==> src/rtl/elu_pkg.sv <==
package elu_pkg;

    localparam int BYTE_W  = 8;
    localparam int CFG_W   = 32;

    // Configuration bit positions; bit 7 chooses the data byte order.
    localparam int CFG_WPROG_BIT = 4;
    localparam int CFG_WDATA_BIT = 5;
    localparam int CFG_LATE_BIT  = 6;
    localparam int CFG_BIG_BIT   = 7;

    localparam logic [CFG_W-1:0] CFG_IMPL_MASK = 32'h0000_00F0;

    typedef enum logic [1:0] {
        SZ_BYTE = 2'd0,
        SZ_HALF = 2'd1,
        SZ_WORD = 2'd2,
        SZ_RSVD = 2'd3
    } acc_size_e;

    typedef struct packed {
        logic big_endian;
        logic late_abort;
        logic wide_data;
        logic wide_prog;
    } cfg_flags_t;

    function automatic cfg_flags_t flags_from_word(input logic [CFG_W-1:0] w);
        cfg_flags_t f;
        f.big_endian = w[CFG_BIG_BIT];
        f.late_abort = w[CFG_LATE_BIT];
        f.wide_data  = w[CFG_WDATA_BIT];
        f.wide_prog  = w[CFG_WPROG_BIT];
        return f;
    endfunction

    function automatic logic [CFG_W-1:0] word_from_flags(input cfg_flags_t f);
        logic [CFG_W-1:0] w;
        w = '0;
        w[CFG_BIG_BIT]   = f.big_endian;
        w[CFG_LATE_BIT]  = f.late_abort;
        w[CFG_WDATA_BIT] = f.wide_data;
        w[CFG_WPROG_BIT] = f.wide_prog;
        return w;
    endfunction

endpackage

==> src/rtl/elu_cfg_reg.sv <==
module elu_cfg_reg
    import elu_pkg::*;
(
    input  logic             clk,
    input  logic             rst,
    input  logic             wr_en,
    input  logic [CFG_W-1:0] wr_data,
    output logic [CFG_W-1:0] rd_data,
    output logic             big_endian
);

    cfg_flags_t flags_q;

    always_ff @(posedge clk) begin
        if (rst) begin
            flags_q <= '0;
        end else if (wr_en) begin
            flags_q <= flags_from_word(wr_data);
        end
    end

    assign rd_data    = word_from_flags(flags_q);
    assign big_endian = flags_q.big_endian;

    // reset leaves the register clear
    p_reset_clear_r1: assert property (@(posedge clk) rst |=> (rd_data == '0));

    // a write shows up masked on the next cycle
    p_write_next_r2: assert property (@(posedge clk) disable iff (rst)
        wr_en |=> (rd_data == ($past(wr_data) & CFG_IMPL_MASK)));

    // without a write the byte order holds
    p_hold_order_r3: assert property (@(posedge clk) disable iff (rst)
        !wr_en |=> $stable(big_endian));

endmodule

==> src/rtl/elu_lane_decode.sv <==
module elu_lane_decode
    import elu_pkg::*;
#(
    parameter int LANES = 4,
    localparam int OFS_W = $clog2(LANES)
) (
    input  logic             big_endian,
    input  logic             fetch,
    input  acc_size_e        size,
    input  logic [OFS_W-1:0] offset,
    output logic [LANES-1:0] be,
    output logic [OFS_W-1:0] low_lane,
    output logic             err
);

    localparam logic [OFS_W-1:0] TOP_LANE  = OFS_W'(LANES - 1);
    localparam logic [OFS_W-1:0] PAIR_TOP  = OFS_W'(LANES - 2);
    localparam logic [LANES-1:0] ONE_LANE  = LANES'(1);
    localparam logic [LANES-1:0] TWO_LANES = LANES'(3);

    always_comb begin
        be       = '0;
        low_lane = '0;
        err      = 1'b0;
        if (fetch) begin
            be = '1;
        end else begin
            unique case (size)
                SZ_BYTE: begin
                    low_lane = big_endian ? (TOP_LANE - offset) : offset;
                    be       = ONE_LANE << low_lane;
                end
                SZ_HALF: begin
                    if (offset[0]) begin
                        err = 1'b1;
                    end else begin
                        low_lane = big_endian ? (PAIR_TOP - offset) : offset;
                        be       = TWO_LANES << low_lane;
                    end
                end
                SZ_WORD: begin
                    if (offset != '0) err = 1'b1;
                    else              be  = '1;
                end
                default: err = 1'b1;
            endcase
        end
    end

endmodule

==> src/rtl/elu_store_steer.sv <==
module elu_store_steer
    import elu_pkg::*;
#(
    parameter int LANES = 4,
    localparam int DATA_W = LANES * BYTE_W,
    localparam int HALF_W = 2 * BYTE_W
) (
    input  acc_size_e         size,
    input  logic [DATA_W-1:0] wdata,
    output logic [DATA_W-1:0] lane_data
);

    logic [DATA_W-1:0] rep_byte;
    logic [DATA_W-1:0] rep_half;

    for (genvar i = 0; i < LANES; i++) begin : g_byte_rep
        assign rep_byte[i*BYTE_W +: BYTE_W] = wdata[BYTE_W-1:0];
    end

    for (genvar j = 0; j < LANES/2; j++) begin : g_half_rep
        assign rep_half[j*HALF_W +: HALF_W] = wdata[HALF_W-1:0];
    end

    always_comb begin
        unique case (size)
            SZ_BYTE: lane_data = rep_byte;
            SZ_HALF: lane_data = rep_half;
            default: lane_data = wdata;
        endcase
    end

endmodule

==> src/rtl/elu_load_align.sv <==
module elu_load_align
    import elu_pkg::*;
#(
    parameter int LANES = 4,
    localparam int DATA_W = LANES * BYTE_W,
    localparam int OFS_W = $clog2(LANES),
    localparam int HALF_W = 2 * BYTE_W
) (
    input  logic              fetch,
    input  logic              err,
    input  acc_size_e         size,
    input  logic [OFS_W-1:0]  low_lane,
    input  logic [DATA_W-1:0] mem_rdata,
    output logic [DATA_W-1:0] rdata
);

    logic [DATA_W-1:0] shifted;

    assign shifted = mem_rdata >> {low_lane, 3'b000};

    always_comb begin
        if (fetch) begin
            rdata = mem_rdata;
        end else if (err) begin
            rdata = '0;
        end else begin
            unique case (size)
                SZ_BYTE: rdata = {{(DATA_W-BYTE_W){1'b0}}, shifted[BYTE_W-1:0]};
                SZ_HALF: rdata = {{(DATA_W-HALF_W){1'b0}}, shifted[HALF_W-1:0]};
                default: rdata = mem_rdata;
            endcase
        end
    end

endmodule

==> src/rtl/endian_lane_unit.sv <==
module endian_lane_unit
    import elu_pkg::*;
#(
    parameter int LANES = 4,
    localparam int DATA_W = LANES * BYTE_W,
    localparam int OFS_W = $clog2(LANES)
) (
    input  logic              clk,
    input  logic              rst,
    input  logic              cfg_wr_en,
    input  logic [CFG_W-1:0]  cfg_wr_data,
    output logic [CFG_W-1:0]  cfg_rd_data,
    input  logic              acc_fetch,
    input  logic              acc_write,
    input  logic [1:0]        acc_size,
    input  logic [OFS_W-1:0]  acc_offset,
    input  logic [DATA_W-1:0] acc_wdata,
    input  logic [DATA_W-1:0] mem_rdata,
    output logic [LANES-1:0]  mem_be,
    output logic              mem_we,
    output logic [DATA_W-1:0] mem_wdata,
    output logic [DATA_W-1:0] acc_rdata,
    output logic              acc_err
);

    logic             big_endian;
    acc_size_e        size_e;
    logic [OFS_W-1:0] low_lane;

    assign size_e = acc_size_e'(acc_size);

    elu_cfg_reg u_cfg (
        .clk        (clk),
        .rst        (rst),
        .wr_en      (cfg_wr_en),
        .wr_data    (cfg_wr_data),
        .rd_data    (cfg_rd_data),
        .big_endian (big_endian)
    );

    elu_lane_decode #(.LANES(LANES)) u_dec (
        .big_endian (big_endian),
        .fetch      (acc_fetch),
        .size       (size_e),
        .offset     (acc_offset),
        .be         (mem_be),
        .low_lane   (low_lane),
        .err        (acc_err)
    );

    elu_store_steer #(.LANES(LANES)) u_st (
        .size      (size_e),
        .wdata     (acc_wdata),
        .lane_data (mem_wdata)
    );

    elu_load_align #(.LANES(LANES)) u_ld (
        .fetch     (acc_fetch),
        .err       (acc_err),
        .size      (size_e),
        .low_lane  (low_lane),
        .mem_rdata (mem_rdata),
        .rdata     (acc_rdata)
    );

    assign mem_we = acc_write & ~acc_fetch & ~acc_err;

    // fetches pass the whole word through
    p_fetch_pass_r10: assert property (@(posedge clk) disable iff (rst)
        acc_fetch |-> (mem_be == '1 && acc_rdata == mem_rdata && !acc_err && !mem_we));

    // an erroring access touches nothing
    p_err_quiet_r9: assert property (@(posedge clk) disable iff (rst)
        acc_err |-> (mem_be == '0 && !mem_we && acc_rdata == '0));

    // a byte access enables exactly one lane
    p_byte_one_lane_r4: assert property (@(posedge clk) disable iff (rst)
        (!acc_fetch && size_e == SZ_BYTE) |-> ($countones(mem_be) == 1));

    // an aligned halfword enables exactly two lanes
    p_half_two_lanes_r5: assert property (@(posedge clk) disable iff (rst)
        (!acc_fetch && size_e == SZ_HALF && !acc_err) |-> ($countones(mem_be) == 2));

    // byte loads are zero-extended
    p_byte_zext_r7: assert property (@(posedge clk) disable iff (rst)
        (!acc_fetch && size_e == SZ_BYTE) |-> (acc_rdata[DATA_W-1:BYTE_W] == '0));

endmodule

==> config.mk <==
export PLATFORM = sky130hd
export DESIGN_NAME = endian_lane_unit
export DESIGN_NICKNAME = d
export VERILOG_FILES = /design/src/rtl/elu_pkg.sv /design/src/rtl/elu_cfg_reg.sv /design/src/rtl/elu_lane_decode.sv /design/src/rtl/elu_store_steer.sv /design/src/rtl/elu_load_align.sv /design/src/rtl/endian_lane_unit.sv
export SDC_FILE = /design/constraint.sdc
export NUM_CORES = 1
export LEC_CHECK = 0
export ABC_AREA = 1
export BUFFER_PORTS_ARGS = -buffer_cell sky130_fd_sc_hd__clkbuf_2
export CORE_MARGIN = 4
export CORE_UTILIZATION = 31
export DETAILED_ROUTE_END_ITERATION = 8
export GPL_TIMING_DRIVEN = 0
export PLACE_DENSITY = 0.75
export REMOVE_ABC_BUFFERS = 1
export SYNTH_ARGS = -nofsm -noshare
export SYNTH_HDL_FRONTEND = slang
export SYNTH_HIERARCHICAL = 1
export SYNTH_SLANG_ARGS = --single-unit
==> constraint.sdc <==
create_clock -name clk -period 1.6 [get_ports clk]
set_input_delay 0.08 -clock clk [delete_from_list [all_inputs] [get_ports clk]]
set_output_delay 0.08 -clock clk [all_outputs]
set_load 0.02 [all_outputs]
# Word level (Yosys, flattened, before mapping)

Index checks and enable logic that the tools add are counted.

Shift-type cells: 3
Eq/ne operators: 2
Bitwise logic cells: 4
Mux-type cells: 17
$add $sub $neg: 2
Reductions and logical operators: 2

Operator list:

| cell                | count |
|---|---|
| $pmux 32 s2         | 2 |
| $mux 32             | 2 |
| $shr 32x5->16       | 1 |
| $mux 4              | 3 |
| $pmux 4 s3          | 1 |
| $mux 2              | 4 |
| $pmux 2 s2          | 1 |
| $shl 1x2->4 const A | 1 |
| $shl 2x2->4 const A | 1 |
| $sub 2x2->2 const A | 2 |
| $mux 1              | 3 |
| $pmux 1 s3          | 1 |
| $and 1x1->1         | 2 |
| $eq 2x1->1 const B  | 1 |
| $eq 2x2->1 const B  | 1 |
| $logic_not 2->1     | 1 |
| $not 1->1           | 2 |
| $reduce_bool 2->1   | 1 |

Output and inout port bits: 102
Register bits after elaboration: 4
Word-level logic and storage cells: 34
Input port bits: 105

# Depth between registers and ports, before layout

Depth after elaboration: 9
Gate-level depth with buffers: 15
Mapped depth without buffers: 14

# By module

The synthesis kept the hierarchy.

By module, submodules not included:

| module           | seq. area each (um^2) | cells an instance | instances | area each (um^2) |
|---|---|---|---|---|
| elu_load_align   | 0.0                   | 147               | 1         | 694.4 |
| elu_store_steer  | 0.0                   | 87                | 1         | 434.2 |
| elu_cfg_reg      | 80.1                  | 56                | 1         | 394.1 |
| elu_lane_decode  | 0.0                   | 48                | 1         | 227.7 |
| endian_lane_unit | 0.0                   | 3                 | 1         | 13.8 |

# Worst setup path before layout

No wires, ideal clock.

Path kind: input -> output
From: input acc_offset[0]
To: output acc_rdata[10]
Required time: 1.520 ns
Slack: -0.438 ns
Stages: 9
Buffers on the path: 1
Arrival: 1.958 ns
Cell sequence: inv_1 ha_1 inv_1 nor2_1 nor4_1 nand2_2 buf_2 nand3_1 nand2_1

Elaborated cells on any way between the ends: 16
Those cells by class: 2 x add/sub; 1 x shift; 12 x mux; 1 x reduce/logical

RTL lines:

| item               | RTL line               | text |
|---|---|---|
| start: declaration | endian_lane_unit.sv:16 | `input logic [OFS_W-1:0] acc_offset,` |
| $reduce_bool 2->1  | elu_lane_decode.sv:42  | `if (offset != '0) err = 1'b1;` |
| $mux 1             | elu_lane_decode.sv:42  |  |
| $pmux 1 s3 *       | elu_lane_decode.sv:28  | `unique case (size)` |
| $mux 1 *           | elu_lane_decode.sv:25  | `if (fetch) begin` |
| via acc_err        | endian_lane_unit.sv:23 | `output logic acc_err` |
| $mux 32 *          | elu_load_align.sv:24   | `end else if (err) begin` |
| $mux 32 *          | elu_load_align.sv:22   | `if (fetch) begin` |
| end: declaration   | endian_lane_unit.sv:22 | `output logic [DATA_W-1:0] acc_rdata,` |

The timed path passes the listed nets; every way through them passes the cells marked *.

# Final worst setup path

From: register u_cfg.flags_q (netlist bit u_cfg/big_endian)
To: output acc_rdata[3]

Longest elaborated chain between the ends: 8
Elaborated cells on any way between the ends: 9
Those cells by class: 1 x shift; 8 x mux

Ends and longest elaborated chain:

| item                     | RTL line               | text |
|---|---|---|
| start: declaration       | elu_cfg_reg.sv:12      | `cfg_flags_t flags_q;` |
| start signal: assignment | elu_cfg_reg.sv:18      | `flags_q <= flags_from_word(wr_data);` |
| $mux 2                   | elu_lane_decode.sv:37  | `low_lane = big_endian ? (PAIR_TOP - offset) : offset;` |
| $mux 2                   | elu_lane_decode.sv:34  | `if (offset[0]) begin` |
| $pmux 2 s2 *             | elu_lane_decode.sv:28  |  |
| $mux 2 *                 | elu_lane_decode.sv:25  |  |
| via low_lane[1]          | endian_lane_unit.sv:28 | `logic [OFS_W-1:0] low_lane;` |
| $shr 32x5->16 *          | elu_load_align.sv:19   | `assign shifted = mem_rdata >> {low_lane, 3'b000};` |
| $pmux 32 s2 *            | elu_load_align.sv:27   | `unique case (size)` |
| $mux 32 *                | elu_load_align.sv:24   |  |
| $mux 32 *                | elu_load_align.sv:22   |  |

Marked as above.

==> metrics.txt <==
DRC viols=0; nets@finish=599; Initial Util=32.04%; Critical Path Max Stage Delay=0.37 ns; Final setup viols=16; number of global-route vias before repair=2422; initial antenna violation count=0; Die ar.=6962 um2; Seq/Total Area, Yosys=4.539%; TritonCTS clock tree=done; CTS Buffer Depth=2; Power Dens Cells=459.9 nW/um2; core area=5507 um2; area share of the largest cell type after synthesis=24.89%; Die X=83.44 um; dpl cell area=2330 um2; largest net degree at the start of global routing=36; final hold slack=0.1140 ns; Detail Placement HPWL=5140 um; CP Launch Type=register; HP Class=in2reg; Ys Warns=6; Post-synth top cells=nand2_1 (117), buf_4 (40), nand3_1 (40); min Tclk post-route=1.990 ns; synthesized area per cell=5.174 um2; Clock Tree Root=clkbuf_8; #FFs+latches synth=4; status=finished, violations left; Max Fanout on Critical Path=8; Async SR Flop Fraction=0%; Worst-Skew Late Latency=0.22 ns; synth top area cells=nand2_1 (25%), buf_4 (17%), nand3_1 (11%); Fin. Hold Viols=0; antenna violation net count after detailed routing=0; Mapped Area=1764 um2; Yosys top cell by area=nand2_1; Tot GR Track Use=17.58%; Detailed Route WL=7032 um; critical path class=reg2out; critical path, cell by cell=nand2_4 -> inv_2 -> nor2_4 -> nand2_2 -> a21oi_4 -> buf_6 -> nor2_4 -> nor2_8 -> o21ai_1 -> a21oi_1 -> buf_4; hold_buf cts=0; CP required=1.52 ns; maxcap violations=0; top-count cell post-synth=nand2_1; Final GP Congestion=0.9463; clock-pin slew on the worst setup and hold paths=0.03 ns; worst slack, placed=-1.543 ns; library cells used by synthesis=27; Fmax=502.6 MHz; H-tree Lvls=1; Port-buffer cells=150; Avg WL per Cell=12.49 um; Worst setup EP type=output port; diode count=0; synth-to-layout area growth=62.77%; Layout Utilization=52.15%; RSZ-0062 raised after global routing=yes; routed vias/inst=4.673; via count=2631; Final WS setup=-0.3897 ns; post-route cell area=2872 um2; fin. max-slew vios=0; worst-case vdd ir drop=449.4 uV; First-pass DRT Iterations=4; CTS Buf Count=3; top_reg_cell synth=dfxtp_1; first-pass GRT wire length=10720 um; CP arrival=1.91 ns; # IOs=207; row count=27; Leak Pwr=0.001731 uW; clk sinks=4; violated checks=setup timing; total gr overflow=0; Post-synth EDFFs=0; cell mode on critical path=nor2_4; drt initial violations=118; Period Utilization, post-route=124.4%; Chip Height=83.44 um; clock skew=0 ns; Crit-path slowest cell=dfxtp_4; Syn Inst Count=341; share of layout cells above drive strength 1=46.84%
repair_timing:
item,CTS,global route
gates resized for setup,55,63
endpoints found under the setup margin,34,33
cloned,2,0
setup buffers,14,4
pin swaps,17,17
registers in the layout, summed over array words and instances, names as in the netlist:
register and count:
u_cfg/big_endian 1, u_cfg/rd_data 3
report_power, final:
group / total [uW] / switching, uW / leakage (uW) / internal (uW)
logic: 993 / 632 / 0.00168 / 361
registers: 115 / 8.04 / 0.0000339 / 107
clock network: 212 / 51.8 / 0.0000216 / 160
total: 1320 / 692 / 0.00173 / 628
cell usage in the layout (no fill, tap or decap), drive strengths merged:
cell type  instances
nand3             42
or2                1
clkbuf           128
dfxtp              4
o21ai             26
o21bai             1
nor4               2
o22ai              6
inv               37
nor3               1
ha                 1
a21oi              9
nor2              40
buf               42
conb              28
nand2            123
stage by stage:
stage	TNS, ns	std cells	power (uW)
after global routing	-7.018	563	1416
after floorplan	-21.61	319	600.3
after CTS	-5.590	560	1270
after detailed placement	-42.01	541	944.2
after global placement	-42.43	541	935.1
final	-5.015	563	1321
metal layers:
metal | wire length (um) | global-route usage (%) | vias to the layer above
li1 | - | - | 1324
met1 | 2789 | 20.38 | 1169
met2 | 3572 | 32.73 | 131
met3 | 610 | 2.778 | 7
met4 | 60 | 5.409 | 0
met5 | 0 | 0 | -
layout make-up:
type	instances	area (um2)
Sequential cell	4	83.83
Multi-Input combinational cell	280	1514
Tap cell	72	90.09
Clock buffer	3	41.29
Inverter	37	151.4
Fill cell	564	2635
Timing Repair Buffer	167	991.0
kinds of logic after synthesis:
kind of cell / Yosys count / share of synthesized area (%)
AOI/OAI and AO/OA: 42 / 12.70
adders and majority gates: 1 / 0.7091
buffers and inverters: 86 / 29.50
DFF: 4 / 4.539
other: 1 / 0.2126
and+or+nand+nor: 207 / 52.34
critical path: cells and delay by family, from the launching register on:
kind                   cells  cell delay (ns)
and+or+nand+nor            5             0.49
AOI/OAI and AO/OA          3             0.47
DFF                        1             0.37
buffers and inverters      3             0.34
worst paths after layout:
check,startpoint,endpoint,slack [ns],cells after the start
worst max-delay path,u_cfg/big_endian$_SDFFE_PP0P_,acc_rdata[3],-0.39,11
worst min-delay path,rst,u_cfg/big_endian$_SDFFE_PP0P_,0.11,4
worst max register to register,u_cfg/big_endian$_SDFFE_PP0P_,u_cfg/big_endian$_SDFFE_PP0P_,0.67,4
worst min register to register,u_cfg/rd_data[4]$_SDFFE_PP0P_,u_cfg/rd_data[4]$_SDFFE_PP0P_,0.47,2
Power figures use the tool's default switching activity.
